[src/rtl/hjp_pkg.sv]
package hjp_pkg;

    typedef enum logic [1:0] {
        PICK_NONE = 2'd0,
        PICK_REC  = 2'd1,
        PICK_NEW  = 2'd2
    } pick_e;

endpackage

[src/rtl/hjp_fifo.sv]
module hjp_fifo #(
    parameter int W     = 8,
    parameter int DEPTH = 4,
    parameter int CW    = 3
) (
    input  logic          clk,
    input  logic          rst_n,
    input  logic          push,
    input  logic [W-1:0]  din,
    input  logic          pop,
    output logic [W-1:0]  dout,
    output logic [CW-1:0] count,
    output logic          empty,
    output logic          full
);
    localparam int AW = (DEPTH > 1) ? $clog2(DEPTH) : 1;

    typedef struct packed {
        logic [DEPTH-1:0][W-1:0] mem;
        logic [AW-1:0]           wr;
        logic [AW-1:0]           rd;
        logic [CW-1:0]           cnt;
    } fifo_st_t;

    fifo_st_t st_d, st_q;

    always_comb begin
        st_d = st_q;
        if (push) begin
            st_d.mem[st_q.wr] = din;
            st_d.wr = (st_q.wr == AW'(DEPTH - 1)) ? '0 : st_q.wr + 1'b1;
        end
        if (pop) begin
            st_d.rd = (st_q.rd == AW'(DEPTH - 1)) ? '0 : st_q.rd + 1'b1;
        end
        st_d.cnt = st_q.cnt + CW'(push) - CW'(pop);
    end

    always_ff @(posedge clk) begin
        if (!rst_n) st_q <= '0;
        else        st_q <= st_d;
    end

    assign dout  = st_q.mem[st_q.rd];
    assign count = st_q.cnt;
    assign empty = (st_q.cnt == '0);
    assign full  = (st_q.cnt == CW'(DEPTH));


    no_overflow_chk: assert property (@(posedge clk) disable iff (!rst_n)
        push |-> !full);


    no_underflow_chk: assert property (@(posedge clk) disable iff (!rst_n)
        pop |-> !empty);

endmodule

[src/rtl/hjp_arbiter.sv]
module hjp_arbiter
    import hjp_pkg::*;
#(
    parameter int NCH = 2,
    parameter int CHW = 1
) (
    input  logic           clk,
    input  logic           rst_n,
    input  logic           rec_avail,
    input  logic           new_avail,
    input  logic           new_credit,
    input  logic           slot_free,
    output pick_e          pick,
    output logic [CHW-1:0] ch
);
    typedef struct packed {
        logic [CHW-1:0] ch;
    } arb_st_t;

    arb_st_t st_d, st_q;

    always_comb begin
        pick = PICK_NONE;
        if (slot_free) begin
            if (rec_avail)                    pick = PICK_REC;
            else if (new_avail && new_credit) pick = PICK_NEW;
        end
        st_d = st_q;
        if (pick != PICK_NONE) begin
            st_d.ch = (st_q.ch == CHW'(NCH - 1)) ? '0 : st_q.ch + 1'b1;
        end
    end

    always_ff @(posedge clk) begin
        if (!rst_n) st_q <= '0;
        else        st_q <= st_d;
    end

    assign ch = st_q.ch;

endmodule

[src/rtl/hjp_probe_engine.sv]
module hjp_probe_engine
    import hjp_pkg::*;
#(
    parameter int KEY_W     = 16,
    parameter int PTR_W     = 8,
    parameter int NEW_DEPTH = 4,
    parameter int REC_DEPTH = 4,
    parameter int NCH       = 2
) (
    input  logic                       clk,
    input  logic                       rst_n,
    input  logic                       uniq_mode,
    input  logic                       keys_end,
    input  logic                       probe_valid,
    output logic                       probe_ready,
    input  logic [KEY_W-1:0]           probe_key,
    input  logic [PTR_W-1:0]           probe_ptr,
    input  logic [PTR_W-1:0]           probe_bucket,
    output logic                       head_req,
    output logic [PTR_W-1:0]           head_addr,
    input  logic                       head_rsp_valid,
    input  logic [PTR_W-1:0]           head_rsp_ptr,
    output logic [NCH-1:0]             node_req,
    output logic [PTR_W-1:0]           node_addr,
    input  logic [NCH-1:0]             node_rsp_valid,
    output logic [NCH-1:0]             node_rsp_ready,
    input  logic [NCH-1:0][KEY_W-1:0]  node_rsp_key,
    input  logic [NCH-1:0][PTR_W-1:0]  node_rsp_bptr,
    input  logic [NCH-1:0][PTR_W-1:0]  node_rsp_next,
    output logic                       match_valid,
    output logic [PTR_W-1:0]           match_probe_ptr,
    output logic [PTR_W-1:0]           match_build_ptr,
    output logic                       done
);
    localparam int CHW = (NCH > 1) ? $clog2(NCH) : 1;
    localparam int NCW = $clog2(NEW_DEPTH + 1);
    localparam int RCW = $clog2(REC_DEPTH + 1);
    localparam logic [PTR_W-1:0] NIL = '1;

    typedef struct packed {
        logic [KEY_W-1:0] key;
        logic [PTR_W-1:0] pptr;
    } probe_t;

    typedef struct packed {
        logic [KEY_W-1:0] key;
        logic [PTR_W-1:0] pptr;
        logic [PTR_W-1:0] cur;
    } job_t;

    typedef struct packed {
        logic [KEY_W-1:0] key;
        logic [PTR_W-1:0] pptr;
        logic [CHW-1:0]   ch;
    } flight_t;

    typedef struct packed {
        logic             hit;
        logic [PTR_W-1:0] pp;
        logic [PTR_W-1:0] bp;
    } out_st_t;

    // head-read tracking queue
    probe_t     hq_din, hq_head;
    logic [NCW-1:0] hq_cnt;
    logic       hq_empty, hq_full, hq_push, hq_pop;

    // new-job queue
    job_t       nq_din, nq_head;
    logic [NCW-1:0] nq_cnt;
    logic       nq_empty, nq_full, nq_push, nq_pop;

    // recycled-job queue
    job_t       rq_din, rq_head;
    logic [RCW-1:0] rq_cnt;
    logic       rq_empty, rq_full, rq_push, rq_pop;

    // node fetches in flight, in issue order
    flight_t    fl_din, fl_head;
    logic [RCW-1:0] fl_cnt;
    logic       fl_empty, fl_full, fl_push, fl_pop;

    pick_e          pick;
    logic [CHW-1:0] arb_ch;
    logic           issue;
    job_t           job_sel;

    logic             rsp_take, hit, job_end;
    logic [KEY_W-1:0] sel_key;
    logic [PTR_W-1:0] sel_bptr, sel_next;

    out_st_t out_d, out_q;

    // ---------------- head reads ----------------
    assign probe_ready = !hq_full
                      && ((int'(hq_cnt) + int'(nq_cnt)) < NEW_DEPTH);
    assign hq_push   = probe_valid && probe_ready;
    assign head_req  = hq_push;
    assign head_addr = probe_bucket;
    assign hq_din    = '{key: probe_key, pptr: probe_ptr};
    assign hq_pop    = head_rsp_valid;

    hjp_fifo #(.W($bits(probe_t)), .DEPTH(NEW_DEPTH), .CW(NCW)) u_hq (
        .clk(clk), .rst_n(rst_n),
        .push(hq_push), .din(hq_din), .pop(hq_pop), .dout(hq_head),
        .count(hq_cnt), .empty(hq_empty), .full(hq_full)
    );

    assign nq_push = head_rsp_valid && (head_rsp_ptr != NIL);
    assign nq_din  = '{key: hq_head.key, pptr: hq_head.pptr, cur: head_rsp_ptr};

    hjp_fifo #(.W($bits(job_t)), .DEPTH(NEW_DEPTH), .CW(NCW)) u_nq (
        .clk(clk), .rst_n(rst_n),
        .push(nq_push), .din(nq_din), .pop(nq_pop), .dout(nq_head),
        .count(nq_cnt), .empty(nq_empty), .full(nq_full)
    );

    // ---------------- job arbitration ----------------
    hjp_arbiter #(.NCH(NCH), .CHW(CHW)) u_arb (
        .clk(clk), .rst_n(rst_n),
        .rec_avail(!rq_empty),
        .new_avail(!nq_empty),
        .new_credit((int'(rq_cnt) + int'(fl_cnt)) < REC_DEPTH),
        .slot_free(!fl_full),
        .pick(pick),
        .ch(arb_ch)
    );

    assign rq_pop  = (pick == PICK_REC);
    assign nq_pop  = (pick == PICK_NEW);
    assign issue   = rq_pop || nq_pop;
    assign job_sel = rq_pop ? rq_head : nq_head;
    assign node_addr = job_sel.cur;

    assign fl_push = issue;
    assign fl_din  = '{key: job_sel.key, pptr: job_sel.pptr, ch: arb_ch};

    hjp_fifo #(.W($bits(flight_t)), .DEPTH(REC_DEPTH), .CW(RCW)) u_fl (
        .clk(clk), .rst_n(rst_n),
        .push(fl_push), .din(fl_din), .pop(fl_pop), .dout(fl_head),
        .count(fl_cnt), .empty(fl_empty), .full(fl_full)
    );

    for (genvar c = 0; c < NCH; c++) begin : g_ch
        assign node_req[c]       = issue && (arb_ch == CHW'(c));
        assign node_rsp_ready[c] = !fl_empty && (fl_head.ch == CHW'(c));
    end

    // ---------------- node responses ----------------
    assign sel_key  = node_rsp_key[fl_head.ch];
    assign sel_bptr = node_rsp_bptr[fl_head.ch];
    assign sel_next = node_rsp_next[fl_head.ch];
    assign rsp_take = !fl_empty && node_rsp_valid[fl_head.ch];
    assign fl_pop   = rsp_take;
    assign hit      = rsp_take && (sel_key == fl_head.key);
    assign job_end  = (sel_next == NIL) || (uniq_mode && hit);

    assign rq_push = rsp_take && !job_end;
    assign rq_din  = '{key: fl_head.key, pptr: fl_head.pptr, cur: sel_next};

    hjp_fifo #(.W($bits(job_t)), .DEPTH(REC_DEPTH), .CW(RCW)) u_rq (
        .clk(clk), .rst_n(rst_n),
        .push(rq_push), .din(rq_din), .pop(rq_pop), .dout(rq_head),
        .count(rq_cnt), .empty(rq_empty), .full(rq_full)
    );

    // ---------------- match output ----------------
    always_comb begin
        out_d     = out_q;
        out_d.hit = hit;
        if (hit) begin
            out_d.pp = fl_head.pptr;
            out_d.bp = sel_bptr;
        end
    end

    always_ff @(posedge clk) begin
        if (!rst_n) out_q <= '0;
        else        out_q <= out_d;
    end

    assign match_valid     = out_q.hit;
    assign match_probe_ptr = out_q.pp;
    assign match_build_ptr = out_q.bp;

    assign done = keys_end && hq_empty && nq_empty && rq_empty && fl_empty;

    // ---------------- checks ----------------
    logic [NCH-1:0] last_req_q;
    logic           seen_q;

    always_ff @(posedge clk) begin
        if (!rst_n) begin
            last_req_q <= '0;
            seen_q     <= 1'b0;
        end else if (|node_req) begin
            last_req_q <= node_req;
            seen_q     <= 1'b1;
        end
    end


    empty_drop_chk: assert property (@(posedge clk) disable iff (!rst_n)
        (head_rsp_valid && head_rsp_ptr == NIL && !nq_pop) |=> (nq_cnt == $past(nq_cnt)));


    new_room_chk: assert property (@(posedge clk) disable iff (!rst_n)
        nq_push |-> !nq_full);


    rec_first_chk: assert property (@(posedge clk) disable iff (!rst_n)
        nq_pop |-> rq_empty);


    rec_room_chk: assert property (@(posedge clk) disable iff (!rst_n)
        rq_push |-> !rq_full);


    match_src_chk: assert property (@(posedge clk) disable iff (!rst_n)
        match_valid |-> $past(|(node_rsp_valid & node_rsp_ready)));


    req_onehot_chk: assert property (@(posedge clk) disable iff (!rst_n)
        $onehot0(node_req) && $onehot0(node_rsp_ready));


    alt_chk: assert property (@(posedge clk) disable iff (!rst_n)
        (|node_req && seen_q) |-> (node_req != last_req_q));


    done_quiet_chk: assert property (@(posedge clk) disable iff (!rst_n)
        done |-> (node_req == '0 && node_rsp_ready == '0));

endmodule

[config.mk]
export PLATFORM = sky130hd
export DESIGN_NAME = hjp_probe_engine
export DESIGN_NICKNAME = d
export VERILOG_FILES = /design/src/rtl/hjp_pkg.sv /design/src/rtl/hjp_fifo.sv /design/src/rtl/hjp_arbiter.sv /design/src/rtl/hjp_probe_engine.sv
export SDC_FILE = /design/constraint.sdc
export NUM_CORES = 1
export LEC_CHECK = 0
export BUFFER_PORTS_ARGS = -buffer_cell sky130_fd_sc_hd__buf_4
export CORE_ASPECT_RATIO = 0.75
export CORE_MARGIN = 5
export CORE_UTILIZATION = 57
export DETAILED_ROUTE_END_ITERATION = 8
export PLACE_DENSITY = 0.83
export SLEW_MARGIN = 20
export SYNTH_ARGS = -nofsm -noshare
export SYNTH_HDL_FRONTEND = slang
export SYNTH_HIERARCHICAL = 1
export SYNTH_SLANG_ARGS = --single-unit
[constraint.sdc]
create_clock -name clk -period 5.1 [get_ports clk]
set_input_delay 0.765 -clock clk [delete_from_list [all_inputs] [get_ports clk]]
set_output_delay 0.765 -clock clk [all_outputs]
set_load 0.03 [all_outputs]
==> impl_metrics.yaml <==
power_and_ir_drop:
  peakVddDrop_v: 0.0008487
  cellPowerDensity_nw_per_um2: 436.6
  p_leak_uw: 0.01001
  power_switching_uw: 4628
  pwr-share-clk_pct: 30.3
  p_comb_share_pct: 34.4
  p_sw_share_pct: 37.98
  power_frac_seq_pct: 35.3
  p_int_uw: 7557
sta:
  hold_viol: 0
  max_freq_mhz: 245.0
  fin_skew_ns: 0.02779
  fin_crit_sh_pct: 80.02
  setup_viol: 0
  slew-limit-headroom_pct: 23.88
  grt_setup_unrepaired: "no"
  setup_tns_ns: 0
  max_slew.worst_pin.slew_ns: 1.142
  finalCriticalPeriod_ns: 4.081
  fin_ws_ns: 1.019
  slew_violations: 0
clocking:
  cts_sinks: 498
  clkTransAtPathRegs_ns: 0.06
  cts_tree: "yes"
  cts_htree_levels: 2
  cts_root_buf: "clkbuf_16"
  cts_made_buffers: 48
  clk_path_buf_depth: 3
  cts_resized: 0
  postCtsHoldBufs: 0
  cts_setup_buffers: 0
  clk_latency_ns: 0.59
global_route:
  grt_overflow: 0
  gr-usage-all-layers_pct: 24.06
  grt_pass1_wl_um: 101500
  grt_pass1_vias: 19392
  grt_max_degree: 260
  grt_antenna_before_repair: 0
critical_path:
  critPathBufInv: 2
  path_max_fanout: 259
  crit_path_end_kind: "flip-flop"
  critical_path_required_ns: 5.61
  max_stage_delay_ns: 0.67
  startpoint_type: "flip-flop"
  crit_cells: 10
  crit_arrival_ns: 4.59
  path_class: "flip-flop to flip-flop"
  startpoint: "u_fl/st_q[4]"
  critPathSlowestCell: "mux4_2"
  cp_top_family: "simple AND/OR/NAND/NOR gates"
  path_cells: "buf_4, mux4_2, xnor2_1, nor4_2, nand4_1, nor4_4, a21oi_4, buf_12, a21bo_2, a21oi_1"
  rr_worst_depth: 10
  timing.rr.start: "u_fl/st_q[4]"
placement:
  port_buffers: 135
  gp_congestion: 0.8018
  dp_slack_ns: 1.126
  dp_hpwl_um: 39050
synth:
  synth_area_um2: 26090
  syn_inst: 2595
  syn-num-nets: 2745
  yosys_warnings: 6
  avgSynthCellArea_um2: 10.05
drt:
  wl_um: 63400
  via_count: 19837
  viasPerCell: 6.364
  drt-initial-drc-count: 2045
  wl_per_cell_um: 20.34
  drc_errors: 0
  ant_nets: 0
  dr.pass1.iters: 6
floorplan:
  start_util_pct: 58.05
  chipWidth_um: 257.0
  ios: 152
  rows: 67
  core-area_um2: 44930
  dieArea_um2: 50190
  die-height_um: 195.3
hold_path:
  hold_depth: 2
  hold_class: "flip-flop to flip-flop"
  hp-start: "match_probe_ptr[0]"
layout:
  multi_input_area_um2: 14090
  drive_gt1_share_pct: 34.61
  n_fill_cell: 3521
  area_growth_pct: 6.989
  ff_latch_area_um2: 9973
  fin_nets: 2642
  antenna_cells: 0
flow_run:
  maxCapViolations: 0
status:
  outcome: "finished clean"
[tightest hold or removal path, delay by kind of cell, from the launching register on]
kind,cells,cell delay [ns]
AND/OR/NAND/NOR,1,0.05
multiplexers,1,0.05
flip-flops,1,0.31
[path summary, 6_finish.rpt]
path / end / slack, ns
setup / recovery: u_rq/st_q[35] / 1.02
hold / removal: match_probe_ptr[0] / 0.46
setup reg to reg: u_rq/st_q[35] / 1.02
hold reg to reg: match_probe_ptr[0] / 0.46
[final cells by class]
type | instances | area share, %
timing repair buffer | 170 | 4.752
sequential | 498 | 35.74
multi-input combinational | 1739 | 50.49
clock buffer | 71 | 5.080
inverter | 35 | 0.4932
clock inverter | 18 | 0.8204
tap | 586 | 2.627
[power groups by stage]
stage	Sequential (uW)	Combinational, uW	Clock (uW)
6_report	4310	4190	3690
4_1_cts	4300	4130	3750
5_1_grt	4330	4510	3920
3_5_place_dp	4380	4090	0
2_1_floorplan	4300	3680	0
3_3_place_gp	4360	3920	0
[cell usage in the layout, fill, tap and decap left out, types with 11 or more instances in the layout]
cell / n
clkbuf_8: 13
mux4_1: 17
nand2_1: 35
inv_1: 30
mux2i_1: 41
dfxtp_1: 495
buf_4: 166
a21bo_2: 452
clkbuf_16: 48
nand3_1: 455
clkinv_2: 11
mux2_2: 48
ha_1: 21
xor2_1: 12
mux4_2: 96
a21oi_1: 463
nor2_1: 16
ha_2: 11
[stage by stage]
step / total power (uW) / instance area (um2) / utilization [%] / hold WS, ns / std cells
final: 12180 / 27910 / 62.11 / 0.4608 / 3117
after global routing: 12760 / 27910 / 62.11 / 0.4649 / 3117
after CTS: 12170 / 27870 / 62.02 / 0.4458 / 3116
after detailed placement: 8479 / 26220 / 58.35 / 0.4527 / 3027
after global placement: 8285 / 26220 / 58.35 / 0.4449 / 3027
after floorplan: 7972 / 26090 / - / 0.4912 / 2595
[state kept, by name, indices dropped and copies added (netlist names)]
| register | cells |
|---|---|
| u_nq/count | 3 |
| u_hq/count | 3 |
| u_rq/st_q | 132 |
| u_fl/st_q | 104 |
| u_rq/count | 3 |
| match_build_ptr | 8 |
| u_nq/st_q | 132 |
| u_fl/count | 3 |
| match_probe_ptr | 8 |
| u_hq/st_q | 100 |
| match_valid | 1 |
| u_arb/ch | 1 |
[routing by layer]
layer	vias up	GRT usage, %	wire length, um
met5	-	0	0
met2	782	39.50	30360
met3	116	5.281	5036
met1	9725	31.95	26270
met4	0	7.750	1743
li1	9214	-	-
No activity file was read; power rests on OpenSTA's default activity.
